File: src/rtl/pee_pkg.sv
package pee_pkg;
  localparam int unsigned OFS_ENABLE   = 'h08;
  localparam int unsigned OFS_SET_RISE = 'h24;
  localparam int unsigned OFS_CLR_RISE = 'h28;
  localparam int unsigned OFS_SET_FALL = 'h2C;
  localparam int unsigned OFS_CLR_FALL = 'h30;

  typedef struct packed {
    logic setRise;
    logic clrRise;
    logic setFall;
    logic clrFall;
    logic wrEnable;
  } maskStrobe_t;
endpackage

File: src/rtl/pee_control.sv
module pee_control
  import pee_pkg::*;
#(
  parameter int ADDR_W = 8,
  parameter int DATA_W = 32,
  parameter int PIN_W  = 16
) (
  input  logic              clk,
  input  logic              rstN,
  input  logic              busSel,
  input  logic              busWrite,
  input  logic [ADDR_W-1:0] busAddr,
  input  logic [DATA_W-1:0] busWdata,
  output logic [DATA_W-1:0] busRdata,
  input  logic [PIN_W-1:0]  riseMask,
  input  logic [PIN_W-1:0]  fallMask,
  output maskStrobe_t       strb,
  output logic              enBit
);
  logic hitEnable, hitSetRise, hitClrRise, hitSetFall, hitClrFall;
  logic wrCycle, rdCycle;

  assign hitEnable  = busAddr == ADDR_W'(OFS_ENABLE);
  assign hitSetRise = busAddr == ADDR_W'(OFS_SET_RISE);
  assign hitClrRise = busAddr == ADDR_W'(OFS_CLR_RISE);
  assign hitSetFall = busAddr == ADDR_W'(OFS_SET_FALL);
  assign hitClrFall = busAddr == ADDR_W'(OFS_CLR_FALL);

  assign wrCycle = busSel & busWrite;
  assign rdCycle = busSel & ~busWrite;

  always_comb begin
    strb.setRise  = wrCycle & hitSetRise;
    strb.clrRise  = wrCycle & hitClrRise;
    strb.setFall  = wrCycle & hitSetFall;
    strb.clrFall  = wrCycle & hitClrFall;
    strb.wrEnable = wrCycle & hitEnable;
  end

  always_ff @(posedge clk or negedge rstN) begin
    if (!rstN)              enBit <= 1'b0;
    else if (strb.wrEnable) enBit <= busWdata[0];
  end

  always_comb begin
    busRdata = '0;
    if (rdCycle) begin
      if (hitEnable)                    busRdata = DATA_W'(enBit);
      else if (hitSetRise | hitClrRise) busRdata = DATA_W'(riseMask);
      else if (hitSetFall | hitClrFall) busRdata = DATA_W'(fallMask);
    end
  end

  AST_ONE_TARGET: assert property (@(posedge clk) disable iff (!rstN)
    $onehot0(strb));
  AST_EN_WRITE: assert property (@(posedge clk) disable iff (!rstN)
    strb.wrEnable |=> enBit == $past(busWdata[0]));
  AST_EN_HOLD: assert property (@(posedge clk) disable iff (!rstN)
    !strb.wrEnable |=> $stable(enBit));
endmodule

File: src/rtl/pee_datapath.sv
module pee_datapath
  import pee_pkg::*;
#(
  parameter int DATA_W = 32,
  parameter int PIN_W  = 16
) (
  input  logic              clk,
  input  logic              rstN,
  input  maskStrobe_t       strb,
  input  logic [DATA_W-1:0] busWdata,
  input  logic              enBit,
  input  logic [PIN_W-1:0]  pinLevel,
  output logic [PIN_W-1:0]  riseMask,
  output logic [PIN_W-1:0]  fallMask,
  output logic [PIN_W-1:0]  eventPulse
);
  logic [PIN_W-1:0] wrBits;
  logic [PIN_W-1:0] prevLevel;
  logic [PIN_W-1:0] hitNow;

  assign wrBits = busWdata[PIN_W-1:0];

  always_ff @(posedge clk or negedge rstN) begin
    if (!rstN) begin
      riseMask <= '0;
      fallMask <= '0;
    end else begin
      if (strb.setRise)      riseMask <= riseMask | wrBits;
      else if (strb.clrRise) riseMask <= riseMask & ~wrBits;
      if (strb.setFall)      fallMask <= fallMask | wrBits;
      else if (strb.clrFall) fallMask <= fallMask & ~wrBits;
    end
  end

  for (genvar p = 0; p < PIN_W; p++) begin : g_pin
    logic wentUp, wentDown;
    assign wentUp   = pinLevel[p] & ~prevLevel[p];
    assign wentDown = ~pinLevel[p] & prevLevel[p];
    always_comb begin
      unique case ({riseMask[p], fallMask[p]})
        2'b10:   hitNow[p] = wentUp;
        2'b01:   hitNow[p] = wentDown;
        2'b11:   hitNow[p] = wentUp | wentDown;
        default: hitNow[p] = 1'b0;
      endcase
    end
  end

  always_ff @(posedge clk or negedge rstN) begin
    if (!rstN) begin
      prevLevel  <= '0;
      eventPulse <= '0;
    end else begin
      prevLevel  <= pinLevel;
      eventPulse <= enBit ? hitNow : '0;
    end
  end

  AST_SET_RISE: assert property (@(posedge clk) disable iff (!rstN)
    strb.setRise |=> (riseMask & $past(wrBits)) == $past(wrBits));
  AST_CLR_RISE: assert property (@(posedge clk) disable iff (!rstN)
    strb.clrRise |=> (riseMask & $past(wrBits)) == '0);
  AST_SET_FALL: assert property (@(posedge clk) disable iff (!rstN)
    strb.setFall |=> (fallMask & $past(wrBits)) == $past(wrBits));
  AST_CLR_FALL: assert property (@(posedge clk) disable iff (!rstN)
    strb.clrFall |=> (fallMask & $past(wrBits)) == '0);
  AST_RISE_HOLD: assert property (@(posedge clk) disable iff (!rstN)
    !(strb.setRise | strb.clrRise) |=> $stable(riseMask));
  AST_FALL_HOLD: assert property (@(posedge clk) disable iff (!rstN)
    !(strb.setFall | strb.clrFall) |=> $stable(fallMask));
  AST_GATED_OFF: assert property (@(posedge clk) disable iff (!rstN)
    !enBit |=> eventPulse == '0);
  AST_NEEDS_EDGE: assert property (@(posedge clk) disable iff (!rstN)
    |eventPulse |-> ($past(pinLevel) ^ $past(prevLevel)) != '0);
endmodule

File: src/rtl/pin_edge_event_gen.sv
module pin_edge_event_gen
  import pee_pkg::*;
#(
  parameter int ADDR_W = 8,
  parameter int DATA_W = 32,
  parameter int PIN_W  = 16
) (
  input  logic              clk,
  input  logic              rstN,
  input  logic              busSel,
  input  logic              busWrite,
  input  logic [ADDR_W-1:0] busAddr,
  input  logic [DATA_W-1:0] busWdata,
  output logic [DATA_W-1:0] busRdata,
  input  logic [PIN_W-1:0]  pinLevel,
  output logic [PIN_W-1:0]  eventPulse
);
  maskStrobe_t      strb;
  logic             enBit;
  logic [PIN_W-1:0] riseMask, fallMask;

  pee_control #(.ADDR_W(ADDR_W), .DATA_W(DATA_W), .PIN_W(PIN_W)) u_ctrl (
    .clk(clk), .rstN(rstN), .busSel(busSel), .busWrite(busWrite),
    .busAddr(busAddr), .busWdata(busWdata), .busRdata(busRdata),
    .riseMask(riseMask), .fallMask(fallMask), .strb(strb), .enBit(enBit)
  );

  pee_datapath #(.DATA_W(DATA_W), .PIN_W(PIN_W)) u_dp (
    .clk(clk), .rstN(rstN), .strb(strb), .busWdata(busWdata), .enBit(enBit),
    .pinLevel(pinLevel), .riseMask(riseMask), .fallMask(fallMask),
    .eventPulse(eventPulse)
  );
endmodule

File: config.mk
export PLATFORM = sky130hd
export DESIGN_NAME = pin_edge_event_gen
export DESIGN_NICKNAME = d
export VERILOG_FILES = /design/src/rtl/pee_pkg.sv /design/src/rtl/pee_control.sv /design/src/rtl/pee_datapath.sv /design/src/rtl/pin_edge_event_gen.sv
export SDC_FILE = /design/constraint.sdc
export NUM_CORES = 1
export LEC_CHECK = 0
export ABC_AREA = 1
export BUFFER_PORTS_ARGS = -buffer_cell sky130_fd_sc_hd__buf_4
export CAP_MARGIN = 20
export CORE_ASPECT_RATIO = 0.6
export CORE_MARGIN = 3
export CORE_UTILIZATION = 40
export DETAILED_ROUTE_END_ITERATION = 8
export GPL_TIMING_DRIVEN = 0
export PLACE_DENSITY = 0.7
export SYNTH_ARGS = -nofsm -noshare
export SYNTH_HDL_FRONTEND = slang
export SYNTH_SLANG_ARGS = --single-unit
File: constraint.sdc
create_clock -name clk -period 2 [get_ports clk]
set_clock_uncertainty 0.2 [all_clocks]
set_input_delay 0.1 -clock clk [delete_from_list [all_inputs] [get_ports clk]]
set_output_delay 0.1 -clock clk [all_outputs]
set_load 0.01 [all_outputs]
**After elaboration in Yosys (flattened, before gate mapping)**

Cells that the tools add are included.

- Output and inout port bits: 48
- Input port bits: 60
- Register bits: 65

- Eq/ne operators: 53
- Multiplexer cells: 25
- Bitwise logic cells: 95
- Reduce and logical (&&, ||, !) cells: 2

Operators with widths:

| operator | number |
|---|---|
| $mux W16 | 6 |
| $mux W32 | 3 |
| $eq A2 B2 Y1 const B | 32 |
| $pmux W1 S3 | 16 |
| $and A1 B1 Y1 | 39 |
| $not A1 Y1 | 33 |
| $and A16 B16 Y16 | 2 |
| $eq A2 B1 Y1 const B | 16 |
| $eq A8 B6 Y1 const B | 4 |
| $or A16 B16 Y16 | 2 |
| $or A1 B1 Y1 | 18 |
| $not A16 Y16 | 1 |
| $eq A8 B4 Y1 const B | 1 |
| $reduce_bool A2 Y1 | 2 |

**Logic depth before layout (Yosys ltp)**

Gate-level depths: netlist of run 1.

- Word-level depth: 6
- Mapped depth: 10

**Hierarchy**

Synthesis of run 1 repeated with hierarchy kept, for this count alone.

- Cells, all modules: 545
- Area total of the unflattened synthesis: 4117.7 um2

By module, submodules not included:

| module | cells each | times used | area each (um2) |
|---|---|---|---|
| pee_datapath | 426 | 1 | 3443.3 |
| pee_control | 119 | 1 | 674.4 |

**Least setup slack after synthesis of run 1**

No wires, ideal clock.

- Path type: input to output
- From: input busAddr[6]
- To: output busRdata[10]
- Stages: 9
- Required time: 1.700 ns
- Arrival time: 0.991 ns
- Setup slack: 0.709 ns
- Path through: inv_1 > nand2_1 > nor2_2 > buf_6 > nand2_4 > nand2_4 > buf_6 > nand2_1 > a21oi_1

- Word-level cells in the longest chain between the ends: 6
- Elaborated cells between the ends (all ways): 11
- Classes of those cells: 5 x eq/ne; 4 x mux; 2 x bitwise

RTL lines:

| item | RTL line | source |
|---|---|---|
| start, declared | pin_edge_event_gen.sv:12 | `input logic [ADDR_W-1:0] busAddr,` |
| $eq A8 B6 Y1, on equally long branches | pee_control.sv:26, pee_control.sv:27 |  |
| $or A1 B1 Y1 | pee_control.sv:50 | `else if (hitSetFall \| hitClrFall) busRdata = DATA_W'(fallMask);` |
| $mux W16 | pee_control.sv:50 |  |
| $mux W32 | pee_control.sv:49 | `else if (hitSetRise \| hitClrRise) busRdata = DATA_W'(riseMask);` |
| $mux W32 (*) | pee_control.sv:48 | `if (hitEnable) busRdata = DATA_W'(enBit);` |
| $mux W32 (*) | pee_control.sv:47 | `if (rdCycle) begin` |
| end, declared | pin_edge_event_gen.sv:14 | `output logic [DATA_W-1:0] busRdata,` |

Every way passes the cells marked *; elsewhere a longest branch is shown, timed or not.

**Worst setup path in the final report of run 1**

- From: input busAddr[3]
- To: output busRdata[1]

Same word-level chain as after synthesis.

==> flow_metrics.tcl, run 1 <==
set metrics [dict create \
    status "complete, no violations" \
    netSwitchingPower_uw 792 \
    drt-total-wl_microns 10400 \
    dieArea_sq_um 10700 \
    p_comb_share_pct 11.2 \
    hold_viol 0 \
    tightest_slew_ns 0.867 \
    crit_path_max_fanout 10 \
    seqCellArea_sq_um 1630 \
    core_sq_um 8850 \
    fin_nets 703 \
    p_int_uw 2600 \
    start_util_pct 42.8 \
    slowest_delay_ns 0.38 \
    rsz0062_at_grt "no" \
    pin_count 108 \
    holdWs_ns 0.00156 \
    mostFrequentLayoutCells "nand2_1, buf_4, dfrtp_1, inv_1, nand3_1" \
    slew_viol_final 0 \
    drc 0 \
    place_area_sq_um 4560 \
    drtIter0Drc 268 \
    grt_start_max_net_pins 66 \
    die_x_microns 132 \
    diodes 0 \
    ir_drop_mv 0.435 \
    p_per_area_nw_per_um2 652 \
    slew_headroom_pct 42.2 \
    clock_power_share_pct 47.9 \
    dpl.hpwl_microns 7430 \
    min_period_over_period_pct 87.8 \
    cp_slowest_cell "nor2_2" \
    netSwitchingFraction_pct 23.4 \
    grt_overflow 0 \
    multi_input_area_sq_um 1760 \
    ant_nets 0 \
    ctsResizeCount 0 \
    via_per_inst 4.82 \
    first_pass_iters 5 \
    cts_root_buf "clkbuf_16" \
    tns_ns 0 \
    io_buffers 75 \
    final_common_cell "nand2_1" \
    hp-class "input pin to flip-flop" \
    ys_ff_latch 65 \
    wl_per_cell_microns 14.0 \
    arrival_ns 1.46 \
    clkTransAtPathRegs_ns 0.05 \
    fp-row-count 26 \
    cap_violations 0 \
    fin_area_sq_um 5200 \
    netlist_area_sq_um 3780 \
    grt_first_pass_wirelength_microns 17500 \
    htreeDepth 3 \
    ys_warn_count 0 \
    finalCriticalPeriod_ns 1.76 \
    power_leakage_uw 0.00272 \
    insertion_delay_ns 0.33 \
    antenna_found_initial 0 \
    synth_area_per_cell_sq_um 7.93 \
    cts.path.max_buffers 2 \
    syn_inst 477 \
    gp_congestion 0.843 \
    cts_sinks 65 \
    grtUsageTotal_pct 20.8 \
    cp_num_buf_inv 4 \
    yosysUniqueCellTypes 20 \
    setup_viol 0 \
    share_seq_of_total_power_pct 40.9 \
    required_ns 1.70 \
    grt_pass1_vias 3574 \
    yosysSeqAreaShare_pct 43.0 \
    critical_path_class "input pin to output pin" \
    routed-via-count 3579 \
    fill_cells 819 \
    cp_top_family "buffers and inverters" \
    die_h_microns 81.3 \
    drive_above_1_share_pct 20.1 \
    worstSetupEndpointType "output pin" \
    cts_tree "done" \
    critPathLaunchType "input pin" \
    cts_buffers 9 \
    path_cells "buf_4 > inv_1 > nor2_1 > nand2_1 > nor2_1 > nor2_2 > inv_1 > a21oi_1 > buf_4" \
    clock.fmax_mhz 569 \
    syn2layout_area_growth_pct 37.4 \
]
==> tightest hold or removal path: cells and delay by family <==
| family | cells | cell delay [ns] |
|---|---|---|
| and+or+nand+nor | 2 | 0.20 |
| buffers and inverters | 1 | 0.09 |
| AOI/OAI and AO/OA | 1 | 0.09 |
==> path summary, 6_finish.rpt <==
check / startpoint / slack, ns / depth (start not counted) / endpoint
hold reg to reg: flip-flop / 0.30 / 2 / flip-flop
min in group asynchronous: rstN / 0.21 / 2 / u_dp.prevLevel[2]
max in group asynchronous: rstN / 0.80 / 2 / u_dp.eventPulse[4]
setup reg to reg: u_ctrl.enBit / 0.38 / 3 / u_dp.eventPulse[10]
setup / recovery: busAddr[3] / 0.24 / 9 / busRdata[1]
hold / removal: busWrite / 0.002 / 4 / u_ctrl.enBit
==> synthesized netlist by cell type <==
cell type | count | area share, %
inv_2 | 3 | 0.30
nand3b_1 | 9 | 1.8
a21oi_1 | 48 | 6.3
buf_6 | 5 | 1.5
buf_4 | 18 | 3.6
nor2_1 | 13 | 1.3
dfrtp_1 | 65 | 43
nor2_2 | 2 | 0.33
nand2_4 | 3 | 0.89
nand3_2 | 1 | 0.26
nand3_1 | 57 | 7.5
o21ai_0 | 18 | 2.4
nand2_1 | 134 | 13
ha_1 | 32 | 11
buf_2 | 2 | 0.26
clkbuf_1 | 4 | 0.40
nand2_2 | 1 | 0.17
conb_1 | 1 | 0.099
inv_1 | 58 | 5.8
clkinv_1 | 3 | 0.30
==> layer usage <==
layer  track usage, %  vias to the layer above  share of wire (%)
met5                0                        -                  0
met4             7.97                        0                1.9
met3             5.32                       23                7.0
met2             32.9                      138                 45
met1             27.7                     1659                 46
li1                 -                     1759                  -
==> final cells by class <==
type                            count  share of cell area, %
Sequential cell                    65                   31.3
Clock inverter                      2                  0.674
Multi-Input combinational cell    334                   33.8
Timing Repair Buffer              108                   17.2
Inverter                           64                   4.62
Clock buffer                       14                   5.27
Tap cell                          126                   3.03
Buffer                             29                   4.16
==> power groups by stage <==
stage / logic (uW) / clock network, uW / registers, uW
finish: 378 / 1620 / 1390
global route: 432 / 1710 / 1390
CTS: 381 / 1650 / 1390
detailed placement: 325 / 0 / 1410
global placement: 308 / 0 / 1410
floorplan: 150 / 0 / 1400
==> logic make-up after synthesis <==
family	Yosys count	synth area share [%]
AOI/OAI and AO/OA	66	8.73
adders and majority gates	32	10.6
buffers and inverters	93	12.1
DFF	65	43.0
other	1	0.0991
and+or+nand+nor	220	25.6
==> metrics by stage <==
stage	total power [uW]	worst slack (ns)	util, %	instances
floorplan	1550	0.709	-	492
finish	3390	0.244	58.8	742
global placement	1710	0.245	51.6	693
detailed placement	1730	0.254	51.6	693
global route	3530	0.0838	58.8	742
CTS	3420	0.252	58.8	742
==> timing repair <==
action,CTS,global route
endpoints found under the setup margin,0,0
hold buffers,33,0
endpoints found under the hold margin,114,0
buffers inserted,0,0
Power figures use the tool's default switching activity.
==> inputs of run 2 (changes only) <==
--- a/config.mk
+++ b/config.mk
@@ -13,7 +13,7 @@
 export CORE_UTILIZATION = 40
 export DETAILED_ROUTE_END_ITERATION = 8
 export GPL_TIMING_DRIVEN = 0
-export PLACE_DENSITY = 0.7
+export PLACE_DENSITY = 0.75
 export SYNTH_ARGS = -nofsm -noshare
 export SYNTH_HDL_FRONTEND = slang
 export SYNTH_SLANG_ARGS = --single-unit
==> run 2 against run 1 <==
Total power decreased by 2.4%. Maximum frequency decreased by 3.0%. Design area increased by 0.29%. Critical endpoint is now busRdata[2]. Critical path type unchanged. Largest power group unchanged.
==> flow_metrics.tcl, run 2 (synthesis gave the netlist of run 1 again) <==
set metrics [dict create \
    status "complete, no violations" \
    drc 0 \
    die_h_microns 81.3 \
    r2r-end "u_dp.eventPulse[6]" \
    post-cts-setup-buffers 0 \
    cap_violations 0 \
    final_common_cell "nand2_1" \
    grtUsageTotal_pct 20.0 \
    insertion_delay_ns 0.34 \
    fin_area_sq_um 5220 \
    htreeDepth 3 \
    drive_above_1_share_pct 20.2 \
    slowest_delay_ns 0.39 \
    dieArea_sq_um 10700 \
    rrSetupSlack_ns 0.47 \
    seqCellArea_sq_um 1630 \
    die_x_microns 132 \
    p_per_area_nw_per_um2 634 \
    multi_input_area_sq_um 1760 \
    drtIter0Drc 273 \
    critPathLaunchType "input pin" \
    cts_root_buf "clkbuf_16" \
    holdPathStages 7 \
    critical_path_class "input pin to output pin" \
    worstSetupEndpointType "output pin" \
    hp-start "busAddr[3]" \
    holdWs_ns 0.124 \
    slew_headroom_pct 42.9 \
    hold_viol 0 \
    pin_count 108 \
    diodes 0 \
    via_per_inst 4.85 \
    mostFrequentLayoutCells "nand2_1, buf_4, dfrtp_1, inv_1, nand3_1" \
    arrival_ns 1.51 \
    start_util_pct 42.8 \
    core_sq_um 8850 \
    fin_nets 706 \
    crit_path_max_fanout 10 \
    grt_overflow 0 \
    ir_drop_mv 0.477 \
    hp-class "input pin to flip-flop" \
    setup_viol 0 \
    place_area_sq_um 4560 \
    cts.path.max_buffers 2 \
    first_pass_iters 5 \
    slew_viol_final 0 \
    clock.fmax_mhz 553 \
    gp_congestion 0.824 \
    ant_nets 0 \
    io_buffers 75 \
    cts_sinks 65 \
    cts_tree "done" \
    tightest_slew_ns 0.856 \
    power_leakage_uw 0.00272 \
    drt-total-wl_microns 10300 \
    cp_slowest_cell "nor2_2" \
    cts_buffers 9 \
    r2r-start "u_ctrl.enBit" \
    path_cells "buf_4 > inv_1 > nor2_1 > nand2_1 > nor2_1 > nor2_2 > inv_1 > a21oi_1 > buf_4" \
    rsz0062_at_grt "no" \
    grt_pass1_vias 3540 \
    required_ns 1.70 \
    fill_cells 786 \
    routed-via-count 3616 \
    reg2reg_depth 3 \
    wl_per_cell_microns 13.8 \
    clkTransAtPathRegs_ns 0.05 \
    syn2layout_area_growth_pct 37.8 \
    min_period_over_period_pct 90.5 \
    fp-row-count 26 \
    antenna_found_initial 0 \
    tns_ns 0 \
    grt_first_pass_wirelength_microns 16900 \
    grt_start_max_net_pins 66 \
    finalCriticalPeriod_ns 1.81 \
    dpl.hpwl_microns 7330 \
]
[run 2: cell types whose count changed in the layout (fill, tap and decap cells not counted)]
cell,change
clkbuf_1,-1
bufinv_16,-1
clkbuf_8,+1
dlygate4sd3_1,+3
clkinv_2,+1
[run 2: per-layer routing]
metal  share of wire [%]  global-route usage (%)  up-vias  wire [microns]
li1                    -                       -     1765               -
met5                   0                       0        -               0
met4                 1.7                    7.23        0             175
met1                  46                    27.2     1672            4730
met2                  44                    30.4      157            4560
met3                 8.0                    6.06       22             822
[run 2: power breakdown]
part,leakage (uW),total (uW),internal (uW),switching [uW]
clock,0.000149,1540,970,570
sequential,0.000863,1390,1360,30.9
combinational,0.00171,381,179,201
total,0.00272,3310,2510,803
[run 2: worst max path at each step]
stage,from,end,slack (ns),depth (start not counted)
after floorplan,busAddr[6],busRdata[10],0.71,9
after global placement,busAddr[3],busRdata[2],0.20,9
after detailed placement,busAddr[3],busRdata[1],0.22,9
after CTS,busAddr[3],busRdata[1],0.22,9
after global routing,busAddr[3],busRdata[1],0.06,9
final,busAddr[3],busRdata[2],0.19,9
[run 2: what timing repair did]
item	CTS	global route
gates resized for setup	0	0
hold endpoints to repair	114	0
hold buffers	36	0
setup endpoints to repair	0	0
[run 2: through the flow]
step | power [uW] | setup WS [ns] | cells | utilization, %
after floorplan | 1550 | 0.709 | 492 | -
final | 3310 | 0.190 | 745 | 59.0
after detailed placement | 1730 | 0.221 | 693 | 51.6
after CTS | 3330 | 0.222 | 745 | 59.0
after global placement | 1710 | 0.204 | 693 | 51.6
after global routing | 3440 | 0.0564 | 745 | 59.0
[run 2: layout make-up]
type                            count  area share [%]
Clock inverter                      2           0.192
Sequential cell                    65            31.2
Clock buffer                       14            5.44
Tap cell                          126            3.02
Buffer                             29            4.15
Multi-Input combinational cell    334            33.7
Inverter                           64            4.61
Timing Repair Buffer              111            17.7
[run 2: worst max-delay path: cells and delay by family]
kind / cells / cell delay, ns
AND/OR/NAND/NOR: 4 / 0.60
AO/OA/AOI/OAI: 1 / 0.21
buffers and inverters: 4 / 0.59
==> inputs of run 3 (changes only) <==
--- a/config.mk
+++ b/config.mk
@@ -12,8 +12,8 @@
 export CORE_MARGIN = 3
 export CORE_UTILIZATION = 40
 export DETAILED_ROUTE_END_ITERATION = 8
-export GPL_TIMING_DRIVEN = 0
 export PLACE_DENSITY = 0.75
 export SYNTH_ARGS = -nofsm -noshare
 export SYNTH_HDL_FRONTEND = slang
 export SYNTH_SLANG_ARGS = --single-unit
+export TNS_END_PERCENT = 1
==> run 3 against run 2 <==
Flip-flop and latch count is the same. Setup slack lost 0.056 ns. Design area shrank 4.2%. Via count shrank 4.0%. Count of clock-buffer cells in the layout shrank 4. Clock power shrank 14%. Worst hold slack gained 0.015 ns. First-iteration DRC count shrank 7.3%. Die area is the same.
==> flow_metrics.tcl, run 3 (synthesis gave the netlist of run 1 again) <==
set metrics [dict create \
    status "complete, no violations" \
    final_cells 718 \
    rrSetupSlack_ns 0.63 \
    clock.fmax_mhz 536 \
    grt_pass1_vias 3446 \
    p_int_uw 2320 \
    grt_start_max_net_pins 66 \
    fill_cells 819 \
    finalCriticalPeriod_ns 1.87 \
    p_comb_share_pct 11.6 \
    core_sq_um 8850 \
    start_util_pct 42.8 \
    rsz0062_at_grt "no" \
    routed-via-count 3471 \
    dieArea_sq_um 10700 \
    hp-class "input pin to flip-flop" \
    grt_overflow 0 \
    clock_power_share_pct 43.3 \
    via_per_inst 4.83 \
    fin_area_sq_um 5000 \
    cts_sinks 65 \
    cts.path.max_buffers 2 \
    cts_buffers 9 \
    diodes 0 \
    fin_util_pct 56.5 \
    cts_tree "done" \
    share_seq_of_total_power_pct 45.1 \
    netSwitchingPower_uw 755 \
    setup_viol 0 \
    die_h_microns 81.3 \
    critPathLaunchType "input pin" \
    wl_per_cell_microns 14.0 \
    ant_nets 0 \
    cp_num_buf_inv 2 \
    gp_congestion 0.823 \
    dp.cells 671 \
    slew_viol_final 0 \
    tightest_slew_ns 0.853 \
    cts_root_buf "clkbuf_16" \
    final_common_cell "nand2_1" \
    drc 0 \
    grt_first_pass_wirelength_microns 16800 \
    slew_headroom_pct 43.2 \
    cap_violations 0 \
    drtIter0Drc 253 \
    critical_path_class "input pin to output pin" \
    htreeDepth 3 \
    dpl.hpwl_microns 7000 \
    required_ns 1.70 \
    min_period_over_period_pct 93.3 \
    cp_slowest_cell "a21oi_1" \
    cp_top_family "simple AND/OR/NAND/NOR gates" \
    pin_count 108 \
    path_cells "buf_4 > nor2_1 > nand2_1 > nand2_2 > nand2_1 > a21oi_1 > buf_4" \
    slowest_delay_ns 0.35 \
    io_buffers 75 \
    ir_drop_mv 0.434 \
    die_x_microns 132 \
    fin_nets 683 \
    syn2layout_area_growth_pct 32.0 \
    power_leakage_uw 0.00258 \
    antenna_found_initial 0 \
    fp-row-count 26 \
    arrival_ns 1.57 \
    mostFrequentLayoutCells "nand2_1, buf_4, dfrtp_1, inv_1, nand3_1" \
    p_per_area_nw_per_um2 616 \
    netSwitchingFraction_pct 24.5 \
    grtUsageTotal_pct 19.8 \
    first_pass_iters 5 \
    drt-total-wl_microns 10000 \
    crit_path_max_fanout 10 \
    worstSetupEndpointType "output pin" \
    tns_ns 0 \
    clkTransAtPathRegs_ns 0.05 \
    place_area_sq_um 4400 \
    hold_viol 0 \
    insertion_delay_ns 0.33 \
    drive_above_1_share_pct 17.4 \
]
[run 3: power by group through the flow]
stage | combinational, uW | sequential [uW] | clock, uW
after detailed placement | 301 | 1410 | 0
final | 357 | 1390 | 1330
after CTS | 358 | 1390 | 1360
after global routing | 405 | 1390 | 1430
after floorplan | 150 | 1400 | 0
after global placement | 283 | 1410 | 0
[run 3: what timing repair did]
item	4_1_cts	5_1_grt
resized for setup	0	1
hold buffers	35	0
buffers inserted	0	0
hold endpoints to repair	114	0
setup endpoints to repair	0	1
[run 3: path summary, 6_finish.rpt]
path,from,to,cells past startpoint
hold / removal,busAddr[5],u_ctrl.enBit,8
hold reg to reg,flip-flop,flip-flop,2
max in group asynchronous,rstN,u_dp.eventPulse[8],2
min in group asynchronous,rstN,u_dp.eventPulse[1],2
setup reg to reg,u_dp.prevLevel[15],u_dp.eventPulse[15],4
setup / recovery,busAddr[1],busRdata[7],7
[run 3: routing by layer]
layer | global-route usage, % | vias to the layer above | routed length, microns
li1 | - | 1704 | -
met1 | 26.5 | 1645 | 4590
met2 | 32.2 | 112 | 4630
met3 | 5.14 | 10 | 699
met4 | 5.77 | 0 | 108
met5 | 0 | - | 0
[run 3: area by class of cell]
type | instances | area, sq um | area share (%)
timing repair buffer | 117 | 966 | 19.3
sequential | 65 | 1630 | 32.6
clock buffer | 10 | 229 | 4.58
multi-input combinational | 334 | 1770 | 35.4
inverter | 64 | 240 | 4.81
clock inverter | 2 | 10.0 | 0.200
tap | 126 | 158 | 3.16
[run 3: tightest hold or removal path: stages]
cell     delay, ns
buf_4         0.09
nor2_1        0.04
nand3_1       0.07
nor2_1        0.07
inv_1         0.09
nor2_1        0.05
nand2_1       0.04
o21ai_0       0.07
[run 3: stage by stage]
stage          power [uW]  hold WS, ns  worst slack (ns)
6_report             3080        0.139             0.134
5_1_grt              3230        0.167            0.0202
4_1_cts              3100        0.113            0.0863
3_5_place_dp         1710       0.0301            0.0836
3_3_place_gp         1690       0.0295             0.237
2_1_floorplan        1550       -0.396             0.709
